**src/rtl/casc_nco_pkg.sv**
```systemverilog
package casc_nco_pkg;
  localparam int unsigned DEF_PHASE_W = 32;
  localparam int unsigned DEF_SEG_W   = 8;
  localparam int unsigned DEF_TOP_W   = 12;

  typedef enum logic {
    OUT_DIRECT = 1'b0,
    OUT_STAGED = 1'b1
  } out_mode_e;
endpackage

```
**src/rtl/acc_seg.sv**
```systemverilog
module acc_seg #(
  parameter int unsigned SEG_W = 8
) (
  input  logic [SEG_W-1:0] a_i,
  input  logic [SEG_W-1:0] b_i,
  input  logic             c_i,
  output logic [SEG_W-1:0] s_o,
  output logic             c_o
);
  logic [SEG_W:0] sum;
  assign sum = {1'b0, a_i} + {1'b0, b_i} + {{SEG_W{1'b0}}, c_i};
  assign s_o = sum[SEG_W-1:0];
  assign c_o = sum[SEG_W];
endmodule

```
**src/rtl/phase_core.sv**
```systemverilog
module phase_core #(
  parameter int unsigned PHASE_W = 32,
  parameter int unsigned SEG_W   = 8
) (
  input  logic               clk_i,
  input  logic               rst_ni,
  input  logic               clr_i,
  input  logic [PHASE_W-1:0] incr_i,
  input  logic               carry_i,
  output logic [PHASE_W-1:0] phase_o,
  output logic               wrap_o
);
  localparam int unsigned NSEG = PHASE_W / SEG_W;

  logic [PHASE_W-1:0] phase_q;
  logic [PHASE_W-1:0] sum_w;
  logic [NSEG:0]      cy;
  logic               wrap_q;

  assign cy[0] = carry_i;

  for (genvar g = 0; g < NSEG; g++) begin : g_seg
    acc_seg #(.SEG_W(SEG_W)) u_seg (
      .a_i (phase_q[g*SEG_W +: SEG_W]),
      .b_i (incr_i[g*SEG_W +: SEG_W]),
      .c_i (cy[g]),
      .s_o (sum_w[g*SEG_W +: SEG_W]),
      .c_o (cy[g+1])
    );
  end

  always_ff @(posedge clk_i or negedge rst_ni) begin
    if (!rst_ni) begin
      phase_q <= '0;
      wrap_q  <= 1'b0;
    end else if (clr_i) begin
      phase_q <= '0;
      wrap_q  <= 1'b0;
    end else begin
      phase_q <= sum_w;
      wrap_q  <= cy[NSEG];
    end
  end

  assign phase_o = phase_q;
  assign wrap_o  = wrap_q;

  a_r1_advance: assert property (@(posedge clk_i) disable iff (!rst_ni)
    !clr_i |=> phase_q == PHASE_W'($past(phase_q) + $past(incr_i) + PHASE_W'($past(carry_i))));

  a_r3_wrap_drops: assert property (@(posedge clk_i) disable iff (!rst_ni)
    !clr_i |=> (!wrap_q || phase_q <= $past(phase_q)));

  a_r3_nowrap_rises: assert property (@(posedge clk_i) disable iff (!rst_ni)
    !clr_i |=> (wrap_q || phase_q >= $past(phase_q)));

  a_r4_clear: assert property (@(posedge clk_i) disable iff (!rst_ni)
    clr_i |=> (phase_q == '0 && !wrap_q));
endmodule

```
**src/rtl/out_stage.sv**
```systemverilog
module out_stage
  import casc_nco_pkg::*;
#(
  parameter int unsigned TOP_W    = 12,
  parameter out_mode_e   OUT_MODE = OUT_DIRECT
) (
  input  logic             clk_i,
  input  logic             rst_ni,
  input  logic             clr_i,
  input  logic [TOP_W-1:0] top_i,
  input  logic             wrap_i,
  output logic [TOP_W-1:0] top_o,
  output logic             wrap_o
);
  if (OUT_MODE == OUT_STAGED) begin : g_staged
    logic [TOP_W-1:0] top_q;
    logic             wrap_q;

    always_ff @(posedge clk_i or negedge rst_ni) begin
      if (!rst_ni) begin
        top_q  <= '0;
        wrap_q <= 1'b0;
      end else if (clr_i) begin
        top_q  <= '0;
        wrap_q <= 1'b0;
      end else begin
        top_q  <= top_i;
        wrap_q <= wrap_i;
      end
    end

    assign top_o  = top_q;
    assign wrap_o = wrap_q;

    a_r7_aligned: assert property (@(posedge clk_i) disable iff (!rst_ni)
      !clr_i |=> (top_o == $past(top_i) && wrap_o == $past(wrap_i)));

    a_r7_clear: assert property (@(posedge clk_i) disable iff (!rst_ni)
      clr_i |=> (top_o == '0 && !wrap_o));
  end else begin : g_direct
    assign top_o  = top_i;
    assign wrap_o = wrap_i;
  end
endmodule

```
**src/rtl/casc_phase_acc.sv**
```systemverilog
module casc_phase_acc
  import casc_nco_pkg::*;
#(
  parameter int unsigned PHASE_W  = DEF_PHASE_W,
  parameter int unsigned SEG_W    = DEF_SEG_W,
  parameter int unsigned TOP_W    = DEF_TOP_W,
  parameter out_mode_e   OUT_MODE = OUT_DIRECT
) (
  input  logic               clk_i,
  input  logic               rst_ni,
  input  logic               clr_i,
  input  logic [PHASE_W-1:0] incr_i,
  input  logic               carry_i,
  output logic [TOP_W-1:0]   phase_top_o,
  output logic               carry_o
);
  localparam int unsigned TOP_LSB = PHASE_W - TOP_W;

  logic [PHASE_W-1:0] phase;
  logic               wrap;

  phase_core #(.PHASE_W(PHASE_W), .SEG_W(SEG_W)) u_core (
    .clk_i   (clk_i),
    .rst_ni  (rst_ni),
    .clr_i   (clr_i),
    .incr_i  (incr_i),
    .carry_i (carry_i),
    .phase_o (phase),
    .wrap_o  (wrap)
  );

  out_stage #(.TOP_W(TOP_W), .OUT_MODE(OUT_MODE)) u_out (
    .clk_i  (clk_i),
    .rst_ni (rst_ni),
    .clr_i  (clr_i),
    .top_i  (phase[PHASE_W-1:TOP_LSB]),
    .wrap_i (wrap),
    .top_o  (phase_top_o),
    .wrap_o (carry_o)
  );

  // reset state seen at the pins
  a_r5_reset_zero: assert property (@(posedge clk_i)
    !rst_ni |-> (phase_top_o == '0 && !carry_o));
endmodule

```
**config.mk**
```make
export PLATFORM = sky130hd
export DESIGN_NAME = casc_phase_acc
export DESIGN_NICKNAME = d
export VERILOG_FILES = /design/src/rtl/casc_nco_pkg.sv /design/src/rtl/acc_seg.sv /design/src/rtl/phase_core.sv /design/src/rtl/out_stage.sv /design/src/rtl/casc_phase_acc.sv
export SDC_FILE = /design/constraint.sdc
export NUM_CORES = 1
export LEC_CHECK = 0
export ABC_AREA = 1
export BUFFER_PORTS_ARGS = -buffer_cell sky130_fd_sc_hd__buf_2
export CAP_MARGIN = 10
export CORE_ASPECT_RATIO = 0.5
export CORE_MARGIN = 4
export CORE_UTILIZATION = 61
export CTS_CLUSTER_SIZE = 40
export DETAILED_ROUTE_END_ITERATION = 16
export PLACE_DENSITY = 0.86
export SYNTH_ARGS = -nofsm -noshare
export SYNTH_HDL_FRONTEND = slang
export SYNTH_HIERARCHICAL = 1
export SYNTH_SLANG_ARGS = --single-unit
```
**constraint.sdc**
```tcl
create_clock -name clk_i -period 11.9 [get_ports clk_i]
set_input_delay 2.38 -clock clk_i [delete_from_list [all_inputs] [get_ports clk_i]]
set_output_delay 2.38 -clock clk_i [all_outputs]
set_load 0.05 [all_outputs]
```
==> run summary <==
The die extent in y came out at 55.5 um. The sum of internal, switching and leakage power is 807 uW. Of the cells placed in the final design, the portion with a size suffix greater than 1 is 0.230. The kind of start point of the critical path is an input pin. The headroom to the max-slew limit is 0.488.

Dividing the final minimum period by the clock period gives 0.644. The count of warnings emitted by yosys is 6. The initial DRC count came out at 69. After clock tree synthesis, the clock-pin slew on the worst setup and hold paths is 0.07 ns. The top fanout value on the critical path is 2.

The number of buffers added by the clock tree synthesis step is 5. The synthesis-to-finish area growth came out at 9.67%. The number of primary I/O pins came out at 49. The sum of buffers and inverters on the critical path came out at 2. The final routed wirelength across all metal layers is 5460 um. In this run the mean area of a mapped cell was 7.83 um2. In this run the post-CTS setup repair buffer count came out at 0. The transition at the pin with the smallest max-transition slack came out at roughly 0.77 ns. The cell internal power dissipation is between 400 and 500 uW. In this run the static leakage power is ~0.0019 uW. The cell that appears most often on the critical path is sky130_fd_sc_hd__nand2_1. The number of search-and-repair iterations in the first detailed-routing pass came out at 4. The remaining number of nets flagged by the antenna check after routing is 0.

The number of slew-limit violations in the final report came out at 0. The clock latency on the worst-skew pair is 0.28 ns. The final count of negative-setup-slack endpoints is 0.

After detailed routing, the average wire length per cell comes to 12.3 um. The hold violation total from the final report came out at 0. For this run, the slowest stage of the critical path takes 0.43 ns. The number of diodes added for antenna fixing came out at 0.

The DRC violation count after routing came out at 0. The cell class contributing the biggest share of worst-path delay is adder cells. The via count of the first global-routing pass came to 2283. In this run the number of H-tree levels came out at 2. The count of hold buffers inserted by post-cts repair came out at 0.

When the netlist entered floorplanning its net count stood at about 420. After detailed routing, the number of vias per cell comes to 4.88. The power per standard cell area is 267 nW/um2.

The analysis attributes to net switching a power of 398 uW. The setup TNS came out at 0 ns. The worst setup path is captured at a flop.

The horizontal extent of the die is 103 um. The flow ran to the end, and the final reports show no timing, DRC or antenna violations. Routability-driven placement finished with a final weighted congestion of 0.823.

After synthesis the cells add up to 2760 um2. The slowest stage of the critical path belongs to the cell sky130_fd_sc_hd__fa_1. After layout, the minimum clock period comes to about 7.7 ns. Setup repair after global routing left no endpoint under its margin. The total track usage came out at 0.205. The clock tree buffer depth is 2. Between clock sinks in the finished design, the worst skew comes to 0.00126 ns.

The final-stage net count came out at 462. The worst min-delay path class is reg2reg. The initial antenna violation count was 0.

The clock network fraction of total power came out at 0.119. The routed layout has 2171 vias. The TritonCTS sink count came out at 33. The clock tree root buffer cell is sky130_fd_sc_hd__clkbuf_8. The share of total power dissipated in sequential elements is 0.229. The number of standard cells after synthesis came out at roughly 350. The net switching fraction of the power is 0.493. The data required time of the critical path is 12.05 ns. The maximum number of pins on one net before global-route repair is 34. Based on the critical path, the design can be clocked at up to between 100 and 150 MHz.

The data arrival at the endpoint of the critical path is about 8 ns. Once detailed placement completed, the half-perimeter wirelength came to 4220 um. During placement, the flow inserted port buffers numbering 48. TritonCTS built the clock tree. The combinational power share is 0.652.

The portion of the post-synthesis area used by sequential elements is 0.300. The total congestion overflow is 0. The die area is approximately 5700 um2. Counting distinct cell types in the post-synthesis netlist gives 20. The effective utilization at floorplan came out at 0.668. The number of placement rows came out at 16. The peak supply drop came out at 148 uV. The fill cell total of the finished layout is around 310. The first-pass GRT wire length is 9500 um.

The number of gates resized after CTS came out at 0. The count of state elements after synthesis is 33. The placeable core area is 4120 um2.

The kind of critical path is in2reg. The number of violations of the max-capacitance limit is 0.
[cells in the mapped netlist]
library cell	number	area share
sky130_fd_sc_hd__nand2_2	10	0.023
sky130_fd_sc_hd__fa_1	8	0.058
sky130_fd_sc_hd__buf_4	13	0.035
sky130_fd_sc_hd__nand3b_1	4	0.011
sky130_fd_sc_hd__nand3b_4	4	0.029
sky130_fd_sc_hd__dfrtp_1	33	0.30
sky130_fd_sc_hd__nor2_2	5	0.011
sky130_fd_sc_hd__xor2_1	4	0.013
sky130_fd_sc_hd__ha_1	28	0.13
sky130_fd_sc_hd__a21oi_4	1	0.0059
sky130_fd_sc_hd__a21oi_1	11	0.020
sky130_fd_sc_hd__nand3_1	13	0.024
sky130_fd_sc_hd__xnor2_1	8	0.025
sky130_fd_sc_hd__inv_2	3	0.0041
sky130_fd_sc_hd__inv_1	62	0.084
sky130_fd_sc_hd__or2_4	8	0.025
sky130_fd_sc_hd__buf_6	4	0.016
sky130_fd_sc_hd__nand3_2	3	0.011
sky130_fd_sc_hd__nor2_1	40	0.054
sky130_fd_sc_hd__nand2_1	90	0.12
[path summary, 6_finish.rpt]
check	from	end	slack, ns	cells past startpoint
worst min-delay path	u_core/phase_o[8]	u_core/phase_o[8]	0.68	3
worst max register to register	u_core/phase_o[0]	u_core/phase_o[30]	6.01	34
worst max-delay path	incr_i[0]	u_core/phase_o[30]	4.24	35
max in group asynchronous	rst_ni	u_core/phase_o[5]	9.24	1
worst min register to register	u_core/phase_o[8]	u_core/phase_o[8]	0.68	3
min in group asynchronous	rst_ni	u_core/phase_o[22]	2.16	1
[layout by cell type (no fill, tap or decap)]
cell                       count
sky130_fd_sc_hd__nand3b_4      4
sky130_fd_sc_hd__buf_2        48
sky130_fd_sc_hd__or2_4         8
sky130_fd_sc_hd__inv_2         3
sky130_fd_sc_hd__nand3b_1      4
sky130_fd_sc_hd__nand2_2      10
sky130_fd_sc_hd__nand3_2       3
sky130_fd_sc_hd__nor2_1       40
sky130_fd_sc_hd__dfrtp_1      33
sky130_fd_sc_hd__ha_1         28
sky130_fd_sc_hd__a21oi_1      11
sky130_fd_sc_hd__a21oi_4       1
sky130_fd_sc_hd__nor2_2        5
sky130_fd_sc_hd__clkbuf_8      7
sky130_fd_sc_hd__fa_1          8
sky130_fd_sc_hd__nand3_1      13
sky130_fd_sc_hd__inv_1        62
sky130_fd_sc_hd__clkinv_2      1
sky130_fd_sc_hd__xnor2_1       8
sky130_fd_sc_hd__nand2_1      90
sky130_fd_sc_hd__xor2_1        4
[worst reg2reg max path, delay by kind of cell (launching register included)]
kind / cells / cell delay [ns]
adders and majority gates: 8 / 3.38
buffers and inverters: 1 / 0.06
and+or+nand+nor: 25 / 1.92
DFF: 1 / 0.40
[power groups by stage]
stage	clock network (uW)	logic, uW	registers (uW)
floorplan	0	456	181
global placement	0	498	184
detailed placement	0	520	188
CTS	100	525	186
global route	104	587	192
finish	96.1	526	185
[per-layer routing]
layer / track usage / vias to the layer above / wire, um
met5: 0 / - / 0
met4: 0.0461 / 0 / 34
met1: 0.255 / 993 / 2480
met3: 0.0490 / 4 / 290
li1: - / 1123 / -
met2: 0.359 / 51 / 2650
[area by class of cell]
class | count | area [um2] | area share
inverters | 65 | 244 | 0.0807
clock buffers | 7 | 96.3 | 0.0319
flip-flops and latches | 33 | 826 | 0.273
clock inverters | 1 | 5.00 | 0.00166
multi-input cells | 237 | 1540 | 0.511
repair buffers | 48 | 240 | 0.0795
well taps | 54 | 67.6 | 0.0224
[per-stage QoR]
step / setup WS (ns) / hold slack (ns) / cells / area (um2) / utilization
after floorplan: 4.55 / 0.627 / 352 / 2760 / -
after global placement: 4.19 / 0.647 / 437 / 2920 / 0.708
after detailed placement: 3.96 / 0.666 / 437 / 2920 / 0.708
after CTS: 4.25 / 0.684 / 445 / 3020 / 0.733
after global routing: 3.86 / 0.738 / 445 / 3020 / 0.733
final: 4.24 / 0.676 / 445 / 3020 / 0.733
[cell families after synthesis]
| family | share of synthesized area |
|---|---|
| AND/OR/NAND/NOR | 0.311 |
| buffers and inverters | 0.140 |
| AO/OA/AOI/OAI | 0.0259 |
| adder cells (fa/ha/maj) | 0.185 |
| flip-flops | 0.300 |
| XOR/XNOR | 0.0381 |
[sequential cells by signal, summed over array words and instances, names as in the netlist]
| signal | flops |
|---|---|
| u_core/phase_o | 32 |
| u_core/wrap_o | 1 |
(Power assumes the default switching activity.)
